==> src/rtl/portcmd_pkg.sv <==
package portcmd_pkg;

  typedef enum logic [2:0] {
    ST_IDLE  = 3'd0,
    ST_SEL   = 3'd1,
    ST_TEST  = 3'd2,
    ST_WRITE = 3'd3,
    ST_FULL  = 3'd4
  } seq_state_t;

  localparam int FUNC_W = 4;
  localparam logic [FUNC_W-1:0] FN_FULL = 4'h0;
  localparam logic [FUNC_W-1:0] FN_TEST = 4'h1;
  localparam logic [FUNC_W-1:0] FN_SEL  = 4'h2;

  localparam int BIT_GENERAL = 12;
  localparam int BIT_SERIAL  = 5;
  localparam int BIT_REGTEST = 3;
  localparam int BIT_ROMTEST = 2;

  function automatic logic func_valid(input logic [FUNC_W-1:0] f);
    return (f == FN_FULL) || (f == FN_TEST) || (f == FN_SEL);
  endfunction

endpackage

==> src/rtl/portcmd_reg.sv <==
module portcmd_reg
  import portcmd_pkg::*;
#(
  parameter int DATA_W = 32
) (
  input  logic              clk,
  input  logic              rst,
  input  logic              wr_en,
  input  logic [DATA_W-1:0] wr_data,
  input  logic              busy,
  input  logic              clear,
  output logic              accept,
  output logic [DATA_W-1:0] cmd_q
);

  // A write lands only when idle and carrying a defined function code.
  assign accept = wr_en && !busy && func_valid(wr_data[FUNC_W-1:0]);

  always_ff @(posedge clk) begin
    if (rst) begin
      cmd_q <= '0;
    end else if (accept) begin
      cmd_q <= wr_data;
    end else if (clear) begin
      cmd_q <= '0;
    end
  end

endmodule

==> src/rtl/portcmd_fsm.sv <==
module portcmd_fsm
  import portcmd_pkg::*;
#(
  parameter int SEL_CYCLES  = 4,
  parameter int FULL_CYCLES = 6
) (
  input  logic              clk,
  input  logic              rst,
  input  logic              accept,
  input  logic [FUNC_W-1:0] func,
  input  logic              tst_done,
  input  logic              wr_accept,
  output seq_state_t        state,
  output logic              done,
  output logic              capture
);

  localparam int MAX_CYC = (SEL_CYCLES > FULL_CYCLES) ? SEL_CYCLES : FULL_CYCLES;
  localparam int CNT_W   = $clog2(MAX_CYC + 1);
  localparam logic [CNT_W-1:0] SEL_LAST  = CNT_W'(SEL_CYCLES - 1);
  localparam logic [CNT_W-1:0] FULL_LAST = CNT_W'(FULL_CYCLES - 1);

  logic [CNT_W-1:0] cnt;
  logic             is_test;
  logic             sel_last, full_last;

  assign sel_last  = (state == ST_SEL)  && (cnt == SEL_LAST);
  assign full_last = (state == ST_FULL) && (cnt == FULL_LAST);
  assign done      = (sel_last && !is_test) || full_last;
  assign capture   = (state == ST_TEST) && tst_done;

  always_ff @(posedge clk) begin
    if (rst) begin
      state   <= ST_IDLE;
      cnt     <= '0;
      is_test <= 1'b0;
    end else begin
      unique case (state)
        ST_IDLE: begin
          cnt <= '0;
          if (accept) begin
            is_test <= (func == FN_TEST);
            state   <= (func == FN_FULL) ? ST_FULL : ST_SEL;
          end
        end
        ST_SEL: begin
          if (sel_last) begin
            cnt   <= '0;
            state <= is_test ? ST_TEST : ST_IDLE;
          end else begin
            cnt <= cnt + 1'b1;
          end
        end
        ST_TEST: begin
          if (tst_done) state <= ST_WRITE;
        end
        ST_WRITE: begin
          cnt <= '0;
          if (wr_accept) state <= ST_FULL;
        end
        ST_FULL: begin
          if (full_last) begin
            cnt     <= '0;
            is_test <= 1'b0;
            state   <= ST_IDLE;
          end else begin
            cnt <= cnt + 1'b1;
          end
        end
        default: state <= ST_IDLE;
      endcase
    end
  end

endmodule

==> src/rtl/portcmd_result.sv <==
module portcmd_result
  import portcmd_pkg::*;
#(
  parameter int DATA_W = 32,
  parameter int ALIGN  = 4
) (
  input  logic              clk,
  input  logic              rst,
  input  logic              capture,
  input  logic              serial_fail,
  input  logic              reg_fail,
  input  logic              rom_fail,
  input  logic [DATA_W-1:0] cmd_q,
  output logic [DATA_W-1:0] wr_addr,
  output logic [DATA_W-1:0] wr_data
);

  logic [DATA_W-1:0] word_q;
  logic [DATA_W-1:0] word_d;

  always_comb begin
    word_d = '0;
    word_d[BIT_SERIAL]  = serial_fail;
    word_d[BIT_REGTEST] = reg_fail;
    word_d[BIT_ROMTEST] = rom_fail;
    word_d[BIT_GENERAL] = serial_fail | reg_fail | rom_fail;
  end

  always_ff @(posedge clk) begin
    if (rst) begin
      word_q <= '0;
    end else if (capture) begin
      word_q <= word_d;
    end
  end

  assign wr_data = word_q;
  assign wr_addr = {cmd_q[DATA_W-1:ALIGN], {ALIGN{1'b0}}};

endmodule

==> src/rtl/portcmd_seq.sv <==
module portcmd_seq
  import portcmd_pkg::*;
#(
  parameter int SEL_CYCLES  = 4,
  parameter int FULL_CYCLES = 6
) (
  input  logic        clk,
  input  logic        rst,
  input  logic        host_wr_en,
  input  logic [31:0] host_wr_data,
  output logic [31:0] host_rd_data,
  output logic        busy,
  output logic        unit_idle_req,
  output logic        cfg_clear_req,
  output logic        tst_run,
  input  logic        tst_done,
  input  logic        tst_serial_fail,
  input  logic        tst_reg_fail,
  input  logic        tst_rom_fail,
  output logic        mem_wr_valid,
  input  logic        mem_wr_ready,
  output logic [31:0] mem_wr_addr,
  output logic [31:0] mem_wr_data
);

  localparam int DATA_W = 32;
  localparam int ALIGN  = 4;

  seq_state_t        state;
  logic              accept, done, capture;
  logic [DATA_W-1:0] cmd_q;

  assign busy = (state != ST_IDLE);

  portcmd_reg #(.DATA_W(DATA_W)) u_reg (
    .clk     (clk),
    .rst     (rst),
    .wr_en   (host_wr_en),
    .wr_data (host_wr_data),
    .busy    (busy),
    .clear   (done),
    .accept  (accept),
    .cmd_q   (cmd_q)
  );

  portcmd_fsm #(.SEL_CYCLES(SEL_CYCLES), .FULL_CYCLES(FULL_CYCLES)) u_fsm (
    .clk       (clk),
    .rst       (rst),
    .accept    (accept),
    .func      (host_wr_data[FUNC_W-1:0]),
    .tst_done  (tst_done),
    .wr_accept (mem_wr_valid && mem_wr_ready),
    .state     (state),
    .done      (done),
    .capture   (capture)
  );

  portcmd_result #(.DATA_W(DATA_W), .ALIGN(ALIGN)) u_res (
    .clk         (clk),
    .rst         (rst),
    .capture     (capture),
    .serial_fail (tst_serial_fail),
    .reg_fail    (tst_reg_fail),
    .rom_fail    (tst_rom_fail),
    .cmd_q       (cmd_q),
    .wr_addr     (mem_wr_addr),
    .wr_data     (mem_wr_data)
  );

  assign host_rd_data  = cmd_q;
  assign unit_idle_req = (state == ST_SEL) || (state == ST_FULL);
  assign cfg_clear_req = (state == ST_FULL);
  assign tst_run       = (state == ST_TEST);
  assign mem_wr_valid  = (state == ST_WRITE);

endmodule

==> config.mk <==
export PLATFORM = sky130hd
export DESIGN_NAME = portcmd_seq
export DESIGN_NICKNAME = d
export VERILOG_FILES = /design/src/rtl/portcmd_pkg.sv /design/src/rtl/portcmd_reg.sv /design/src/rtl/portcmd_fsm.sv /design/src/rtl/portcmd_result.sv /design/src/rtl/portcmd_seq.sv
export SDC_FILE = /design/constraint.sdc
export NUM_CORES = 1
export LEC_CHECK = 0
export ABC_AREA = 1
export CORE_MARGIN = 2
export CORE_UTILIZATION = 42
export DETAILED_ROUTE_END_ITERATION = 8
export PLACE_DENSITY = 0.83
export SLEW_MARGIN = 20
export SYNTH_ARGS = -nofsm -noshare
export SYNTH_HDL_FRONTEND = slang
export SYNTH_HIERARCHICAL = 1
export SYNTH_SLANG_ARGS = --single-unit
export TNS_END_PERCENT = 50
==> constraint.sdc <==
create_clock -name clk -period 3.22 [get_ports clk]
set_input_delay 0.322 -clock clk [delete_from_list [all_inputs] [get_ports clk]]
set_output_delay 0.322 -clock clk [all_outputs]
set_load 0.005 [all_outputs]
Word level (Yosys, flattened, before mapping)
Cells that the tools add are included.

Register bits after elaboration: 43. Bits of input ports: 40. Logic and storage cells: 59.

$add $sub $neg: 1. Equal/unequal tests: 13. Multiplexer cells: 16. Bitwise operators: 2. Reductions and logical operators: 22.

Operators with widths (count): $mux 32 (2); $mux 3 (8); $pmux 3 s5 (1); $eq 3x2->1 const B (3); $pmux 3 s3 (1); $ne 2x1->1 const B (4); $logic_and 1x1->1 (7); $eq 3x3->1 const B (2); $reduce_bool 3->1 (2); $reduce_and 5->1 (1); $eq 4x1->1 const B (1); $eq 4x2->1 const B (1); $logic_not 4->1 (1); $logic_or 1x1->1 (4); $reduce_bool 2->1 (2); $add 3x1->3 const B (1); $eq 3x1->1 const B (1); $logic_not 3->1 (1); $reduce_and 3->1 (1); $logic_not 1->1 (2); $mux 1 (2); $mux 2 (1); $ne 2x2->1 const B (1); $or 1x1->1 (2); 2 further kinds (2).

Logic depth before layout (Yosys ltp)
Gate-level depths: netlist of the first run.

Depth after elaboration: 6. Mapped depth: 13. Gate-level depth less buffers: 12.

By module
The synthesis of the first run kept the hierarchy.

Modules (own cells, without submodules): portcmd_reg (instances 1, cells each 150, area an instance 1392.6 sq um); portcmd_result (instances 1, cells each 84, area an instance 609.3 sq um); portcmd_fsm (instances 1, cells each 82, area an instance 520.5 sq um); portcmd_seq (instances 1, cells each 13, area an instance 52.6 sq um).

Worst setup path before layout of the first run
OpenSTA, ideal clock, no wires.

Path kind: reg-to-reg. From: register u_fsm.state[1]. To: register u_fsm.state[2]. Setup time: 0.113 ns. Data arrival time: 1.618 ns. Required time: 3.107 ns. Setup slack: 1.489 ns. Cell stages (with the launch flop): 14. Path buffers: 1. Clock period less this slack: 1.731 ns. Cell sequence: dfxtp_1 nor2_1 nand2_1 nor2_4 nand3_4 buf_6 inv_1 inv_1 nand3_2 nand3_2 nor2_4 nand2_1 nand2_1 nor2_1.

Word-level cells in the longest chain between the ends: 6. Elaborated cells on any way between the ends: 19.

Ends and longest elaborated chain: start, declared (line portcmd_fsm.sv:13) `output seq_state_t state,`; start signal, assigned (line portcmd_fsm.sv:43) `state <= (func == FN_FULL) ? ST_FULL : ST_SEL;`; start signal, assigned (line portcmd_fsm.sv:49) `state <= is_test ? ST_TEST : ST_IDLE;`; $reduce_bool 3->1 (line portcmd_seq.sv:33) `assign busy = (state != ST_IDLE);`; net busy (line portcmd_seq.sv:12) `output logic busy,`; $logic_not 1->1 (line portcmd_reg.sv:17) `assign accept = wr_en && !busy && func_valid(wr_data[FUNC_W-1:0]);`; $logic_and 1x1->1 (2 in series) (line portcmd_reg.sv:17); net accept (line portcmd_seq.sv:30) `logic accept, done, capture;`; $ne 2x2->1 (no line); $reduce_and 5->1 (no line).

The timed path passes the listed nets, and every way through them passes these cells. A chain may end at the register's enable or synchronous reset.

Worst setup path in the final report of the first run
From: register u_fsm.state[2]. To: register u_reg.cmd_q[22].

Word-level cells in the longest chain between the ends: 5. Elaborated cells on any way between the ends: 12.

Ends and longest elaborated chain: $eq 3x1->1 (line portcmd_fsm.sv:27) `assign sel_last = (state == ST_SEL) && (cnt == SEL_LAST);`; $logic_and 1x1->1 (line portcmd_fsm.sv:27); $logic_and 1x1->1 (line portcmd_fsm.sv:29) `assign done = (sel_last && !is_test) || full_last;`; $logic_or 1x1->1 * (line portcmd_fsm.sv:29); net done (line portcmd_seq.sv:30); $reduce_bool 2->1 (no line) *; end signal, assigned (line portcmd_reg.sv:23) `cmd_q <= wr_data;`; end, declared (line portcmd_reg.sv:13) `output logic [DATA_W-1:0] cmd_q`.

The timed path passes the listed nets; every way through them passes the cells marked *.

==> flow_metrics.py, run 1 <==
metrics = {
    "run_status": {
        "status": "finished clean",
    },
    "grt": {
        "grt_antenna_before_repair": 0,
        "gr-total-overflow": 0,
        "grt_pass1_vias": 2128,
        "grt_pass1_wl_mm": 9.149,
        "grt_start_max_net_pins": 33,
        "grt.total_usage_pct": 17.07,
    },
    "synthesis": {
        "synth_common_cells": "buf_4 (60), dfxtp_1 (43), a21oi_1 (35)",
        "synthFlopType": "dfxtp_1",
        "yosysTopAreaCell": "dfxtp_1",
        "synth_edf_count": 0,
        "ys_ff_latch": 43,
        "synth_cells": 329,
        "synth.distinct_cells": 26,
        "synth_most_common_cell": "buf_4",
        "ys_seq_area_share_pct": 33.43,
        "yosysTopAreaCellShare_pct": 33.43,
        "synth_area_um2": 2575,
        "ys.warnings.count": 6,
        "synth_area_leaders": "dfxtp_1 (33%), buf_4 (17%), nand4_1 (7.8%), a21oi_1 (6.8%), nand3_1 (5.4%)",
        "avgSynthCellArea_um2": 7.827,
        "synthArstFlopShare_pct": 0,
    },
    "clock_network": {
        "clk-insertion-delay-late_ns": 0.29,
        "cts_root_buf": "clkbuf_8",
        "cts-resized-gates": 0,
        "clockBufferDepth": 2,
        "htreeDepth": 2,
        "post_cts_buffers": 0,
        "cts_tree": "yes",
        "cts.sinks": 43,
        "cts-buffers-inserted": 5,
        "ctsHoldBuffers": 0,
        "clkTransAtPathRegs_ns": 0.08,
    },
    "pwr": {
        "vdd_drop_max_mv": 0.2500,
        "p_leak_nw": 1.297,
        "power_density_nw_per_um2": 522.9,
    },
    "sta": {
        "setup_ws_ns": 0.7656,
        "fin_crit_sh_pct": 76.22,
        "rsz0062_at_grt": "false",
        "fin_skew_ns": 0.01012,
        "fin_hold_ws_ns": 0.4677,
        "final-max-slew-violation-count": 0,
        "setup_violations": 0,
        "worst_pin_slew_ns": 0.9823,
        "tns_ns": 0,
        "final-hold-violation-count": 0,
        "finalCriticalPeriod_ns": 2.454,
        "max_freq_mhz": 407.4,
        "slew_headroom_pct": 34.11,
    },
    "routing": {
        "drcViolationCount": 0,
        "drtPass1Iterations": 4,
        "ant_nets": 0,
        "drtIter0Drc": 90,
        "dr_total_vias": 2349,
        "via_per_inst": 4.935,
        "routedWlPerCell_um": 12.41,
        "drt_wl_total_mm": 5.907,
    },
    "finish": {
        "areaGrowthSynthToFinish_pct": 31.44,
        "nFillCells": 540,
        "nets": 443,
        "multiInputGateArea_um2": 1129,
        "antenna_cells": 0,
        "seqCellArea_um2": 860.8,
        "drive_gt1_share_pct": 7.731,
    },
    "die": {
        "io_pins": 141,
        "core_area_um2": 5921,
        "die_w_um": 82.30,
        "rows": 28,
        "die_h_um": 82.30,
        "start_util_pct": 43.49,
        "die_area_um2": 6773,
    },
    "place": {
        "hpwl_mm": 4.430,
        "port_buffers": 108,
        "gp_congestion": 0.7772,
        "pre_cts_slack_ns": 1.020,
    },
    "flow_run": {
        "cap_violations": 0,
    },
    "setup_path": {
        "end_kind": "register",
        "start_kind": "register",
        "cp.arrival_ns": 2.60,
        "max_stage_delay_ns": 0.83,
        "cpMaxStageDelayCell": "clkinv_1",
        "required_ns": 3.36,
        "critical_path.cell_chain": "inv_1 > o32ai_1 > clkinv_1 > nand3_1 > a21oi_1",
        "crit_fanout": 31,
        "critPathKind": "register to register",
    },
    "worst_hold_path": {
        "min_path_type": "register to register",
    },
}
==> final cells by class <==
cell class,instances,area share (%)
Multi-Input combinational cell,212,33.35
Timing Repair Buffer,112,32.83
Sequential cell,43,25.43
Inverter,26,2.884
Tap cell,75,2.773
Clock buffer,5,2.033
Clock inverter,3,0.7024
==> state kept, by name, indices dropped and copies added (netlist names) <==
name and count:
u_reg/cmd_q 32, u_res/wr_data 4, u_fsm/state 3, u_fsm/cnt 3, u_fsm/is_test 1
==> cell families (layout without fill, tap and decap cells) <==
family          after synthesis  count (layout)  synth area share [%]
buf+inv                     105             146                 27.26
simple gates                137             137                 29.69
compound gates               40              40                 8.018
fa+ha+maj                     3               3                 1.458
other cells                   1              32                0.1456
flops                        43              43                 33.43
==> final timing paths <==
path,start,to,slack (ns),depth (start not counted)
worst max-delay path,u_fsm/state[2]$_SDFFE_PP0P_,u_reg/cmd_q[22]$_SDFFE_PP0P_,0.77,5
worst min-delay path,u_res/wr_data[3]$_SDFFE_PP0P_,u_res/wr_data[3]$_SDFFE_PP0P_,0.47,2
worst min register to register,u_res/wr_data[3]$_SDFFE_PP0P_,u_res/wr_data[3]$_SDFFE_PP0P_,0.47,2
worst max register to register,u_fsm/state[2]$_SDFFE_PP0P_,u_reg/cmd_q[22]$_SDFFE_PP0P_,0.77,5
==> worst max-delay path: cells and delay by family (launching register included) <==
kind	cells	cell delay, ns
AO/OA/AOI/OAI	2	0.40
buffers and inverters	2	1.00
flip-flops	1	0.53
AND/OR/NAND/NOR	1	0.37
==> per-layer routing <==
metal	global-route usage, %	share of wire [%]
met3	4.891	9.8
met1	18.74	38
met2	32.02	52
met4	4.167	0.25
met5	0	0
==> placed cells by master (no fill, tap or decap), types with 2 or more instances in the layout <==
master / instances
ha_1: 3
conb_1: 32
dfxtp_1: 43
o21ai_0: 3
nand3_1: 28
buf_4: 4
nor3_1: 2
nor2_1: 23
inv_1: 24
nor3b_1: 2
clkbuf_8: 5
nand3_2: 12
nand4_1: 32
a21oi_1: 35
nor2_4: 3
clkinvlp_4: 2
nand2_1: 30
clkdlybuf4s50_1: 108
==> metrics by stage <==
step	std cells	power [mW]	util, %	instance area (µm²)
floorplan	360	1.237	-	2691
global placement	468	1.416	55.60	3292
detailed placement	468	1.439	55.60	3292
CTS	476	1.784	57.16	3385
global route	476	1.912	57.16	3385
finish	476	1.770	57.16	3385
==> report_power, final <==
group | leakage [nW] | switching [mW] | internal [mW]
Sequential | 0.348 | 0.0778 | 0.586
Combinational | 0.907 | 0.423 | 0.338
Clock | 0.0408 | 0.190 | 0.155
(Power assumes the default switching activity.)
==> run 2: changes to the inputs <==
Settings changed: CORE_UTILIZATION 42 to 35, PLACE_DENSITY 0.83 to 0.73.
Clock period 3.22 ns to 2 ns, I/O delays scaled along.
==> run 2 against run 1 <==
Effect of this change: count of clock-buffer cells in the layout unchanged; utilization is 8.8 points lower; clock power increased by 93%; clock skew is 0.0020 ns lower; critical path type is now register to output port.
==> flow_metrics.py, run 2 (synthesis results as in run 1) <==
metrics = {
    "run_status": {
        "status": "finished clean",
    },
    "clock_network": {
        "cts-buffers-inserted": 5,
        "clockBufferDepth": 2,
        "clk-insertion-delay-late_ns": 0.29,
        "ctsHoldBuffers": 0,
        "cts-resized-gates": 0,
        "cts_root_buf": "clkbuf_8",
        "post_cts_buffers": 0,
        "cts_tree": "yes",
        "clkTransAtPathRegs_ns": 0.08,
        "htreeDepth": 2,
        "cts.sinks": 43,
    },
    "sta": {
        "fin_crit_sh_pct": 91.75,
        "setup_violations": 0,
        "rsz0062_at_grt": "false",
        "final-max-slew-violation-count": 0,
        "final-hold-violation-count": 0,
        "finalCriticalPeriod_ns": 1.835,
        "max_freq_mhz": 544.9,
        "tns_ns": 0,
        "fin_skew_ns": 0.008135,
    },
    "die": {
        "rows": 31,
        "start_util_pct": 35.88,
        "io_pins": 141,
        "die_w_um": 89.78,
        "die_h_um": 89.78,
        "core_area_um2": 7176,
        "die_area_um2": 8060,
    },
    "setup_path": {
        "critPathKind": "register to output port",
        "required_ns": 1.80,
        "end_kind": "output port",
        "critical_path.cell_chain": "inv_1 > nand2_1 > clkdlybuf4s50_1",
        "path_delay_family": "buffers and inverters",
        "crit_path_start": "u_fsm/state[2]$_SDFFE_PP0P_",
        "cp.arrival_ns": 1.64,
        "crit_cells": 3,
        "reg2reg_depth": 7,
        "max_stage_delay_ns": 0.53,
        "reg2reg_from": "u_fsm/state[2]$_SDFFE_PP0P_",
        "cpMaxStageDelayCell": "dfxtp_1",
        "crit_fanout": 10,
        "start_kind": "register",
        "critical_path_buf_inv_count": 2,
    },
    "routing": {
        "drtIter0Drc": 98,
        "drtPass1Iterations": 5,
        "ant_nets": 0,
        "routedWlPerCell_um": 11.93,
        "drt_wl_total_mm": 6.023,
        "dr_total_vias": 2342,
        "drcViolationCount": 0,
        "via_per_inst": 4.638,
    },
    "grt": {
        "grt_pass1_vias": 2202,
        "grt_antenna_before_repair": 0,
        "grt_start_max_net_pins": 32,
        "grt.total_usage_pct": 15.00,
        "grt_pass1_wl_mm": 10.22,
        "gr-total-overflow": 0,
    },
    "finish": {
        "drive_gt1_share_pct": 8.867,
        "final_cell_mix": "clkdlybuf4s50_1 (108), dfxtp_1 (43), a21oi_1 (35), nand4_1 (32), conb_1 (32)",
        "nets": 448,
        "regMostFlops": "u_reg/cmd_q",
        "layout_commonest_cell": "clkdlybuf4s50_1",
        "largest_register_ffs": 32,
        "areaGrowthSynthToFinish_pct": 34.84,
        "antenna_cells": 0,
        "fin_area_um2": 3472,
    },
    "pwr": {
        "vdd_drop_max_mv": 0.4870,
        "power_density_nw_per_um2": 857.5,
        "p_leak_nw": 1.336,
    },
    "place": {
        "port_buffers": 108,
        "hpwl_mm": 4.500,
        "gp_congestion": 0.8618,
        "dpl-instance-area_um2": 3359,
    },
    "worst_hold_path": {
        "hp-start": "u_res/wr_data[3]$_SDFFE_PP0P_",
        "hold_depth": 2,
        "min_path_type": "register to register",
    },
    "flow_run": {
        "cap_violations": 0,
    },
}
run 2: cell count changes in the layout (fill, tap and decap cells not counted):
cell        change
inv_6           -1
clkinvlp_4      -2
inv_1           +1
buf_4           +5
bufinv_16       +1
clkinv_4        +1
clkinv_2        +1
clkinv_1        -1
run 2: power by group:
part	switching, mW	leakage (nW)	total [mW]	internal, mW
Sequential	0.106	0.348	1.05	0.944
Combinational	0.700	0.930	1.26	0.561
Clock	0.295	0.0581	0.666	0.372
run 2: worst paths after layout:
kind	end	slack, ns
setup / recovery	busy	0.16
hold / removal	u_res/wr_data[3]$_SDFFE_PP0P_	0.47
setup reg to reg	u_reg/cmd_q[2]$_SDFFE_PP0P_	0.30
hold reg to reg	u_res/wr_data[3]$_SDFFE_PP0P_	0.47
run 2: area by class of cell:
| class | count | area (µm²) |
|---|---|---|
| sequential | 43 | 860.8 |
| inverter | 26 | 97.59 |
| multi-input combinational | 212 | 1129 |
| fill | 739 | 3704 |
| tap | 99 | 123.9 |
| timing repair buffer | 117 | 1149 |
| clock buffer | 5 | 68.82 |
| clock inverter | 3 | 43.79 |
run 2: through the flow:
step | hold WS [ns] | power [mW] | util [%] | std cells | setup slack (ns)
after floorplan | 0.2691 | 1.991 | - | 360 | 0.2694
after detailed placement | 0.4582 | 2.330 | 46.82 | 497 | 0.3454
after global routing | 0.4944 | 3.229 | 48.39 | 505 | 0.06202
after global placement | 0.4543 | 2.301 | 46.82 | 497 | 0.3947
final | 0.4685 | 2.977 | 48.39 | 505 | 0.1649
after CTS | 0.4764 | 3.011 | 48.39 | 505 | 0.1547
run 2: tightest hold or removal path: cells and delay by family (launching register included):
kind / cells / cell delay (ns)
compound gates: 1 / 0.05
flops: 1 / 0.32
simple gates: 1 / 0.06
run 2: layer usage:
metal  track usage [%]  vias up  share of wire, %
li1                  -     1165                 -
met1             18.71     1082                44
met2             24.94       93                47
met3             5.113        2               8.6
met4             3.846        0              0.35
met5                 0        -                 0
